$ cat config.mk
export PLATFORM = sky130hd
export DESIGN_NAME = vtg_timing_gen
export DESIGN_NICKNAME = d
export VERILOG_FILES = /design/src/rtl/vtg_pkg.sv /design/src/rtl/vtg_std_table.sv /design/src/rtl/vtg_vwindow.sv /design/src/rtl/vtg_timing_gen.sv
export SDC_FILE = /design/constraint.sdc
export NUM_CORES = 1
export LEC_CHECK = 0
export BUFFER_PORTS_ARGS = -buffer_cell sky130_fd_sc_hd__buf_2
export CORE_UTILIZATION = 54
export DETAILED_ROUTE_END_ITERATION = 10
export PLACE_DENSITY = 0.75
export SLEW_MARGIN = 25
export SYNTH_ARGS = -nofsm -noshare
export SYNTH_HDL_FRONTEND = slang
export SYNTH_SLANG_ARGS = --single-unit
$ cat constraint.sdc
create_clock -name clk -period 5.69 [get_ports clk]
set_clock_uncertainty 0.05 [all_clocks]
set_input_delay 1.4225 -clock clk [delete_from_list [all_inputs] [get_ports clk]]
set_output_delay 1.4225 -clock clk [all_outputs]
set_load 0.05 [all_outputs]
$ cat src/rtl/vtg_pkg.sv
package vtg_pkg;

    typedef enum logic [1:0] {
        STD_525_SQ  = 2'd0,
        STD_525_601 = 2'd1,
        STD_625_601 = 2'd2,
        STD_625_SQ  = 2'd3
    } vtg_std_e;

    localparam int LINES_525 = 525;
    localparam int LINES_625 = 625;

endpackage

$ cat src/rtl/vtg_std_table.sv
module vtg_std_table
    import vtg_pkg::*;
#(
    parameter int PIX_W       = 10,
    parameter int LINE_W      = 10,
    parameter int TOT_525_SQ  = 780,
    parameter int TOT_525_601 = 858,
    parameter int TOT_625_601 = 864,
    parameter int TOT_625_SQ  = 944,
    parameter int ACT_525_SQ  = 640,
    parameter int ACT_601     = 720,
    parameter int ACT_625_SQ  = 768
) (
    input  vtg_std_e          std_i,
    output logic [PIX_W-1:0]  tot_m1_o,
    output logic [PIX_W-1:0]  half_o,
    output logic [PIX_W-1:0]  hoff_o,
    output logic [PIX_W-1:0]  hend_o,
    output logic [LINE_W-1:0] last_line_o,
    output logic              is625_o
);
    // centred horizontal window start per standard
    localparam int OFF0 = (TOT_525_SQ  - ACT_525_SQ) / 2;
    localparam int OFF1 = (TOT_525_601 - ACT_601)    / 2;
    localparam int OFF2 = (TOT_625_601 - ACT_601)    / 2;
    localparam int OFF3 = (TOT_625_SQ  - ACT_625_SQ) / 2;

    always_comb begin
        tot_m1_o    = PIX_W'(TOT_525_SQ - 1);
        half_o      = PIX_W'(TOT_525_SQ / 2);
        hoff_o      = PIX_W'(OFF0);
        hend_o      = PIX_W'(OFF0 + ACT_525_SQ);
        last_line_o = LINE_W'(LINES_525 - 1);
        is625_o     = 1'b0;
        case (std_i)
            STD_525_SQ: ;
            STD_525_601: begin
                tot_m1_o = PIX_W'(TOT_525_601 - 1);
                half_o   = PIX_W'(TOT_525_601 / 2);
                hoff_o   = PIX_W'(OFF1);
                hend_o   = PIX_W'(OFF1 + ACT_601);
            end
            STD_625_601: begin
                tot_m1_o    = PIX_W'(TOT_625_601 - 1);
                half_o      = PIX_W'(TOT_625_601 / 2);
                hoff_o      = PIX_W'(OFF2);
                hend_o      = PIX_W'(OFF2 + ACT_601);
                last_line_o = LINE_W'(LINES_625 - 1);
                is625_o     = 1'b1;
            end
            STD_625_SQ: begin
                tot_m1_o    = PIX_W'(TOT_625_SQ - 1);
                half_o      = PIX_W'(TOT_625_SQ / 2);
                hoff_o      = PIX_W'(OFF3);
                hend_o      = PIX_W'(OFF3 + ACT_625_SQ);
                last_line_o = LINE_W'(LINES_625 - 1);
                is625_o     = 1'b1;
            end
            default: ;
        endcase
    end

endmodule

$ cat src/rtl/vtg_vwindow.sv
module vtg_vwindow
    import vtg_pkg::*;
#(
    parameter int HL_W = 11
) (
    input  logic [HL_W-1:0] hl_i,
    input  logic            is625_i,
    output logic            v_act_o,
    output logic [HL_W-1:0] fld_hl_o
);
    // window edges in half-line units, one pair per field
    localparam int W525_S [2] = '{42, 569};
    localparam int W525_E [2] = '{525, 1050};
    localparam int W625_S [2] = '{45, 670};
    localparam int W625_E [2] = '{620, 1247};

    logic [1:0] in_win;

    for (genvar g = 0; g < 2; g++) begin : g_win
        logic in525, in625;
        assign in525 = (hl_i >= HL_W'(W525_S[g])) && (hl_i < HL_W'(W525_E[g]));
        assign in625 = (hl_i >= HL_W'(W625_S[g])) && (hl_i < HL_W'(W625_E[g]));
        assign in_win[g] = is625_i ? in625 : in525;
    end

    assign v_act_o  = |in_win;
    assign fld_hl_o = is625_i ? HL_W'(LINES_625) : HL_W'(LINES_525);

endmodule

$ cat src/rtl/vtg_timing_gen.sv
module vtg_timing_gen
    import vtg_pkg::*;
#(
    parameter int PIX_W       = 10,
    parameter int LINE_W      = 10,
    parameter int TOT_525_SQ  = 780,
    parameter int TOT_525_601 = 858,
    parameter int TOT_625_601 = 864,
    parameter int TOT_625_SQ  = 944,
    parameter int ACT_525_SQ  = 640,
    parameter int ACT_601     = 720,
    parameter int ACT_625_SQ  = 768
) (
    input  logic              clk,
    input  logic              rst_n,
    input  logic              smp_vld,
    input  logic [1:0]        std_sel,
    output logic [PIX_W-1:0]  pix_cnt,
    output logic [LINE_W-1:0] line_cnt,
    output logic              field_o,
    output logic              h_act_o,
    output logic              v_act_o,
    output logic              act_o,
    output logic              cr_slot_o
);
    localparam int HL_W = LINE_W + 1;

    typedef struct packed {
        logic [PIX_W-1:0]  pix;
        logic [LINE_W-1:0] line;
        vtg_std_e          std;
        logic              field;
        logic              h_act;
        logic              v_act;
        logic              act;
        logic              cr;
    } vtg_state_t;

    vtg_state_t state_d, state_q;

    // table for the standard now running
    logic [PIX_W-1:0]  tot_m1_c, half_c, hoff_c, hend_c;
    logic [LINE_W-1:0] last_c;
    logic              is625_c;
    // table for the standard of the next sample
    logic [PIX_W-1:0]  tot_m1_n, half_n, hoff_n, hend_n;
    logic [LINE_W-1:0] last_n;
    logic              is625_n;

    logic [PIX_W-1:0]  pix_n;
    logic [LINE_W-1:0] line_n;
    vtg_std_e          std_n;
    logic              frame_wrap;
    logic [HL_W-1:0]   hl_c, hl_n, fld_hl_n;
    logic              v_act_n;
    logic [PIX_W-1:0]  rel_n;
    logic [1:0]        std_cur;

    assign std_cur = state_q.std;

    vtg_std_table #(
        .PIX_W(PIX_W), .LINE_W(LINE_W),
        .TOT_525_SQ(TOT_525_SQ), .TOT_525_601(TOT_525_601),
        .TOT_625_601(TOT_625_601), .TOT_625_SQ(TOT_625_SQ),
        .ACT_525_SQ(ACT_525_SQ), .ACT_601(ACT_601), .ACT_625_SQ(ACT_625_SQ)
    ) u_tbl_cur (
        .std_i(state_q.std), .tot_m1_o(tot_m1_c), .half_o(half_c),
        .hoff_o(hoff_c), .hend_o(hend_c), .last_line_o(last_c), .is625_o(is625_c)
    );

    vtg_std_table #(
        .PIX_W(PIX_W), .LINE_W(LINE_W),
        .TOT_525_SQ(TOT_525_SQ), .TOT_525_601(TOT_525_601),
        .TOT_625_601(TOT_625_601), .TOT_625_SQ(TOT_625_SQ),
        .ACT_525_SQ(ACT_525_SQ), .ACT_601(ACT_601), .ACT_625_SQ(ACT_625_SQ)
    ) u_tbl_nxt (
        .std_i(std_n), .tot_m1_o(tot_m1_n), .half_o(half_n),
        .hoff_o(hoff_n), .hend_o(hend_n), .last_line_o(last_n), .is625_o(is625_n)
    );

    // counter advance
    always_comb begin
        pix_n      = state_q.pix;
        line_n     = state_q.line;
        std_n      = state_q.std;
        frame_wrap = 1'b0;
        if (smp_vld) begin
            if (state_q.pix == tot_m1_c) begin
                pix_n = '0;
                if (state_q.line == last_c) begin
                    line_n     = '0;
                    std_n      = vtg_std_e'(std_sel);
                    frame_wrap = 1'b1;
                end else begin
                    line_n = state_q.line + 1'b1;
                end
            end else begin
                pix_n = state_q.pix + 1'b1;
            end
        end
    end

    assign hl_c = {state_q.line, 1'b0} + HL_W'(state_q.pix >= half_c);
    assign hl_n = {line_n, 1'b0} + HL_W'(pix_n >= half_n);

    vtg_vwindow #(.HL_W(HL_W)) u_vwin (
        .hl_i(hl_n), .is625_i(is625_n), .v_act_o(v_act_n), .fld_hl_o(fld_hl_n)
    );

    assign rel_n = pix_n - hoff_n;

    always_comb begin
        state_d       = state_q;
        state_d.pix   = pix_n;
        state_d.line  = line_n;
        state_d.std   = std_n;
        state_d.h_act = (pix_n >= hoff_n) && (pix_n < hend_n);
        state_d.v_act = v_act_n;
        state_d.act   = state_d.h_act && v_act_n;
        state_d.cr    = state_d.h_act && rel_n[0];
        if (frame_wrap || ((hl_n != hl_c) && (hl_n == fld_hl_n))) begin
            state_d.field = ~state_q.field;
        end
    end

    always_ff @(posedge clk) begin
        if (!rst_n) begin
            state_q       <= '0;
            state_q.std   <= vtg_std_e'(std_sel);
        end else begin
            state_q <= state_d;
        end
    end

    assign pix_cnt   = state_q.pix;
    assign line_cnt  = state_q.line;
    assign field_o   = state_q.field;
    assign h_act_o   = state_q.h_act;
    assign v_act_o   = state_q.v_act;
    assign act_o     = state_q.act;
    assign cr_slot_o = state_q.cr;

endmodule

Word-level counts from Yosys, hierarchy flattened
Index checks and enable logic that the tools add are counted.

storage, ports and cells
  word-level logic and storage cells = 71
  bits of input ports = 5
  register bits = 27

cells by class
  bitwise operators = 1
  equality and inequality tests = 10
  add/sub/neg operators = 5
  reductions and logical operators = 12
  mux-type cells = 23
  $lt $le $gt $ge = 12

operator list
  cell                                                   count
  2-to-1 mux 10 bit                                      5
  case mux 7 bit (3 select lines)                        2
  case mux 9 bit (3 select lines)                        1
  case mux 8 bit (3 select lines)                        1
  adder 11 x 1 -> 11 bit                                 2
  >= comparator 11 x 10 -> 1 bit, second input constant  2
  >= comparator 11 x 6 -> 1 bit, second input constant   2
  < comparator 11 x 10 -> 1 bit, second input constant   2
  < comparator 11 bit, second input constant             2
  2-to-1 mux 7 bit                                       3
  adder 10 x 1 -> 10 bit, second input constant          2
  equality test 10 bit                                   2
  case mux 5 bit (3 select lines)                        1
  equality test 11 bit                                   1
  != test 11 bit                                         1
  >= comparator 10 bit                                   1
  >= comparator 10 x 7 -> 1 bit                          1
  >= comparator 10 x 9 -> 1 bit                          1
  < comparator 10 bit                                    1
  equality test 2 bit, second input constant             4
  logical AND 1 bit                                      8
  2-to-1 mux 1 bit                                       7
  2-to-1 mux 2 bit                                       3
  OR reduction 2 bit                                     3
  4 further kinds                                        5

Depth between registers and ports, before layout
  depth after elaboration = 17
  gate-level depth with buffers = 23
  gate-level depth less buffers = 21

Cells and area by module
Synthesis repeated with hierarchy kept, for this count alone.

unflattened totals
  cells, all modules = 536
  area, all modules = 4154.0 um^2

by module, submodules not included
  module          area each (um^2)  instances  cells an instance
  vtg_timing_gen  2955.3            1          377
  vtg_std_table   440.4             2          58
  vtg_vwindow     317.8             1          43

Least setup slack after synthesis
OpenSTA, ideal clock, no wires.

  kind = input -> register
  from = input port smp_vld
  to = register state_q, in the netlist v_act_o
  setup time = 115 ps
  slack = 98 ps
  arrival time = 5428 ps
  stages on the path = 20
  required time = 5525 ps
  cell sequence = o221ai_1 > nor2_2 > buf_2 > nand2_1 > mux2i_1 > inv_1 > ha_1 > or2_2 > clkbuf_1 > inv_1 > ha_1 > a21o_1 > a211o_1 > a41oi_1 > o311ai_0 > a311oi_1 > nor4_1 > o311ai_1 > o221ai_2 > and2_1

between the ends
  longest elaborated chain between the ends = 9
  elaborated cells between the ends (all ways) = 26
  classes of those cells = add/sub: 1; order compare: 9; eq/ne: 3; mux: 7; reduce/logical: 6

RTL lines
  element                                                      RTL line                              RTL
  start: declaration                                           vtg_timing_gen.sv:16                  input logic smp_vld,
  2-to-1 mux 2 bit                                             vtg_timing_gen.sv:87                  if (smp_vld) begin
  equality test 2 bit, or another cell as far along            -
  case mux 7 bit (3 select lines)                              vtg_std_table.sv:35                   case (std_i)
  >= comparator 10 x 9 -> 1 bit                                vtg_timing_gen.sv:104                 assign hl_n = {line_n, 1'b0} + HL_W'(pix_n >= half_n);
  adder 11 x 1 -> 11 bit                                       vtg_timing_gen.sv:104
  >= comparator 11 x 6 -> 1 bit, or another cell as far along  vtg_vwindow.sv:21                     assign in525 = (hl_i >= HL_W'(W525_S[g])) && (hl_i < HL_W'(W525_E[g]));
  logical AND 1 bit, on equally long branches                  vtg_vwindow.sv:21, vtg_vwindow.sv:22
  2-to-1 mux 1 bit                                             vtg_vwindow.sv:23                     assign in_win[g] = is625_i ? in625 : in525;
  OR reduction 2 bit *                                         vtg_vwindow.sv:26                     assign v_act_o = |in_win;
  end signal: assignment                                       vtg_timing_gen.sv:131                 state_q <= state_d;
  end: declaration                                             vtg_timing_gen.sv:39                  vtg_state_t state_d, state_q;

Mark *: on every way between the ends. The rest lies on a longest branch, timed or not.
A chain may end at the register's enable or synchronous reset.

Worst setup path in the final report
  from = register state_q, in the netlist std_cur[0]
  to = register state_q, in the netlist v_act_o

between the ends
  longest elaborated chain between the ends = 15
  elaborated cells between the ends (all ways) = 39
  classes of those cells = add/sub: 1; order compare: 9; eq/ne: 8; mux: 14; reduce/logical: 7

RTL lines
  element                                                      RTL line                              RTL
  equality test 2 bit, on equally long branches                -
  OR reduction 2 bit (no source line)                          -
  2-to-1 mux 7 bit                                             vtg_std_table.sv:35
  equality test 10 bit                                         vtg_timing_gen.sv:90                  if (state_q.line == last_c) begin
  2-to-1 mux 2 bit                                             vtg_timing_gen.sv:90
  2-to-1 mux 2 bit                                             vtg_timing_gen.sv:88                  if (state_q.pix == tot_m1_c) begin
  2-to-1 mux 2 bit                                             vtg_timing_gen.sv:87
  equality test 2 bit, or another cell as far along            -
  case mux 7 bit (3 select lines)                              vtg_std_table.sv:35
  >= comparator 10 x 9 -> 1 bit                                vtg_timing_gen.sv:104
  adder 11 x 1 -> 11 bit                                       vtg_timing_gen.sv:104
  >= comparator 11 x 6 -> 1 bit, or another cell as far along  vtg_vwindow.sv:21
  logical AND 1 bit, on equally long branches                  vtg_vwindow.sv:21, vtg_vwindow.sv:22
  2-to-1 mux 1 bit                                             vtg_vwindow.sv:23
  OR reduction 2 bit *                                         vtg_vwindow.sv:26

Marked as above.

==> results.cfg <==
[outcome]
status = complete, no violations

[route]
route.vias.total = 2710
routed_via_density = 6.26
drc = 0
drtIter0Drc = 333
wl_per_cell_um = 16.8
first_pass_iters = 6
postRouteWirelength_um = 7260
antenna_left = 0

[grt]
grt_overflow = 0
track_usage = 0.288
grt_pass1_wl_um = 11900
grt_max_degree = 28
antenna_found_initial = 0
grt_pass1_vias = 2390

[logic_synthesis]
synth_area_mm2 = 0.00267
ys_ff_latch = 27
synth.most_common_cell = ha_1
synth_compound_area_frac = 0.263
synth_edf_count = 0
yosys-mux-area-fraction = 0.0113
yosys.area_share.simple = 0.264
synth_area_leaders = dfxtp_1, ha_1, nor2_1
synth-main-ff-cell = dfxtp_1
yosysSeqAreaShare = 0.203
synth_top_area_frac = 0.203
synth_xor_area_frac = 0.0394
yosys.area.top_type = dfxtp_1
synth_fp_nets = 379
synth_adder_area_share = 0.155
synth.distinct_cells = 65
synth_commonest_cells = ha_1, dfxtp_1, nor2_1
ys_warn_count = 0
async_reset_ff_frac = 0
avgSynthCellArea_um2 = 7.82
syn-instance-count = 341
synth_top_family_by_area = simple AND/OR/NAND/NOR gates

[sta]
max_clock_freq_ghz = 0.188
fin_crit_ns = 5.31
fin_setup_tns_ns = 0
post-route-period-util = 0.934
hold_viol = 0
maxSlewViolCount = 0
setup_viol = 0
rsz0062_at_grt = no
fin_hold_ws_ns = 0.602
relSlewSlack = 0.497
worst_pin_slew_ns = 0.755

[floorplan]
coreArea_mm2 = 0.00472
rows = 25
die_w_um = 72.3
fp.dieH_um = 72.3
io_pins = 30
dieArea_mm2 = 0.00522
initial_core_util = 0.565

[place]
place_congestion = 0.967
portBuffers = 29
hpwl_um = 5580

[power]
worst_ir_drop_vdd_uv = 96.2
leakagePower_nw = 1.24
power_density_mw_per_mm2 = 144

[clocking]
numCtsBuffers = 3
clock-sinks = 27
cts_max_level = 1
post-cts-setup-buffers = 0
root_buffer = clkbuf_8
cts_tree = built
clk_path_buf_depth = 2
clock_latency_ns = 0.29
clk_pin_slew_worst_paths_ns = 0.11

[finish]
synthToLayoutAreaGrowth_pct = 9.15
layout-drive-gt1-share = 0.145
antenna_cells = 0
nNetsFinal = 405

[worst_setup_path]
startpoint_type = flip-flop
crit_arrival_ns = 5.46
required_ns = 5.83
rrSetupSlack_ns = 0.38
path_max_fanout = 8
reg2reg_depth = 21
path_class = reg -> reg
r2r-end = v_act_o
endpoint_kind = flip-flop
r2r-start = std_cur[0]

[job]
drv_cap = 0

[hold_path]
min_to = line_cnt[0]
hp-start = line_cnt[0]
hp-class = reg -> reg
holdPathStages = 2
[area by class of cell]
| class | instances | area, um^2 |
|---|---|---|
| fillers | 450 | 1810 |
| repair buffers | 35 | 190 |
| well taps | 67 | 83.8 |
| flip-flops and latches | 27 | 543 |
| inverters | 25 | 93.8 |
| multi-input cells | 275 | 1950 |
| clock buffers | 4 | 45.0 |
[how the worst max path moves through the flow]
stage | depth (start not counted) | endpoint | start
3_3_place_gp | 19 | v_act_o | smp_vld
3_5_place_dp | 19 | v_act_o | smp_vld
2_1_floorplan | 20 | v_act_o | smp_vld
4_1_cts | 21 | v_act_o | std_cur[0]
6_report | 21 | v_act_o | std_cur[0]
5_1_grt | 21 | v_act_o | std_cur[0]
[cell usage in the layout, fill, tap and decap left out, types with 4 or more instances in the layout]
master	netlist	layout
inv_1	25	24
nand2_1	21	21
a21o_1	7	7
dfxtp_1	27	25
and2_1	9	9
nor2b_1	13	13
nand4_1	5	5
ha_1	33	33
a2bb2oi_1	4	4
xnor2_1	8	8
nor4_1	4	4
nor3_1	8	8
and3_1	5	5
nor2_1	27	27
buf_4	1	6
a22oi_1	5	5
buf_2	2	29
o21ai_0	16	16
xor2_1	4	4
nand3_1	13	13
a211oi_1	5	5
a21oi_1	15	15
[layer usage]
metal,wire length [um],global-route usage,vias to the layer above,part of all wire
met4,98,0.0588,0,0.013
met1,3590,0.447,1262,0.49
met2,2970,0.420,123,0.41
met3,599,0.0361,12,0.082
met5,0,0,-,0
li1,-,-,1313,-
[per-stage QoR]
step	instance area, um^2	power [W]	worst slack (ns)	cells	util
global placement	2860	0.000300	0.350	429	0.606
floorplan	2670	0.000277	0.0975	341	-
global route	2910	0.000441	0.0789	433	0.616
finish	2910	0.000420	0.375	433	0.616
CTS	2910	0.000419	0.164	433	0.616
detailed placement	2860	0.000304	0.128	429	0.606
[critical path: stages (launching register included)]
cell and delay, ns:
dfxtp_2 0.40, inv_1 0.10, ha_1 0.33, or3_1 0.38
a211o_2 0.41, nor2_2 0.14, nand2_1 0.16, mux2i_1 0.25
inv_1 0.11, ha_1 0.21, or2_2 0.34, inv_2 0.14
ha_1 0.26, a21o_1 0.17, a211o_1 0.28, a41oi_1 0.21
o311ai_1 0.19, a311oi_1 0.33, nor4_1 0.10, o311ai_1 0.35
o221ai_2 0.16, and2_1 0.17
[registers in the layout, summed over array words and instances (netlist names)]
name       flops
cr_slot_o      1
field_o        1
act_o          1
v_act_o        1
line_cnt      10
std_cur        2
pix_cnt       10
h_act_o        1
[power breakdown]
group / total, W / internal (W) / switching [W]
registers: 0.000201 / 0.000193 / 0.00000801
clock network: 0.000118 / 0.0000505 / 0.0000675
logic: 0.000102 / 0.0000399 / 0.0000618
total: 0.000420 / 0.000283 / 0.000137
[cell families (layout without fill, tap and decap cells)]
group / Yosys count / after routing
simple gates: 129 / 129
compound gates: 98 / 98
buf+inv: 39 / 64
fa+ha+maj: 33 / 33
flops: 27 / 27
xor+xnor: 12 / 12
mux: 3 / 3
[repair_timing]
action                                 4_1_cts  5_1_grt
hold buffers                                 0        0
setup endpoints to repair                    0        2
resized for setup                            0        4
endpoints found under the hold margin        0        0
No activity file was read; power rests on OpenSTA's default activity.
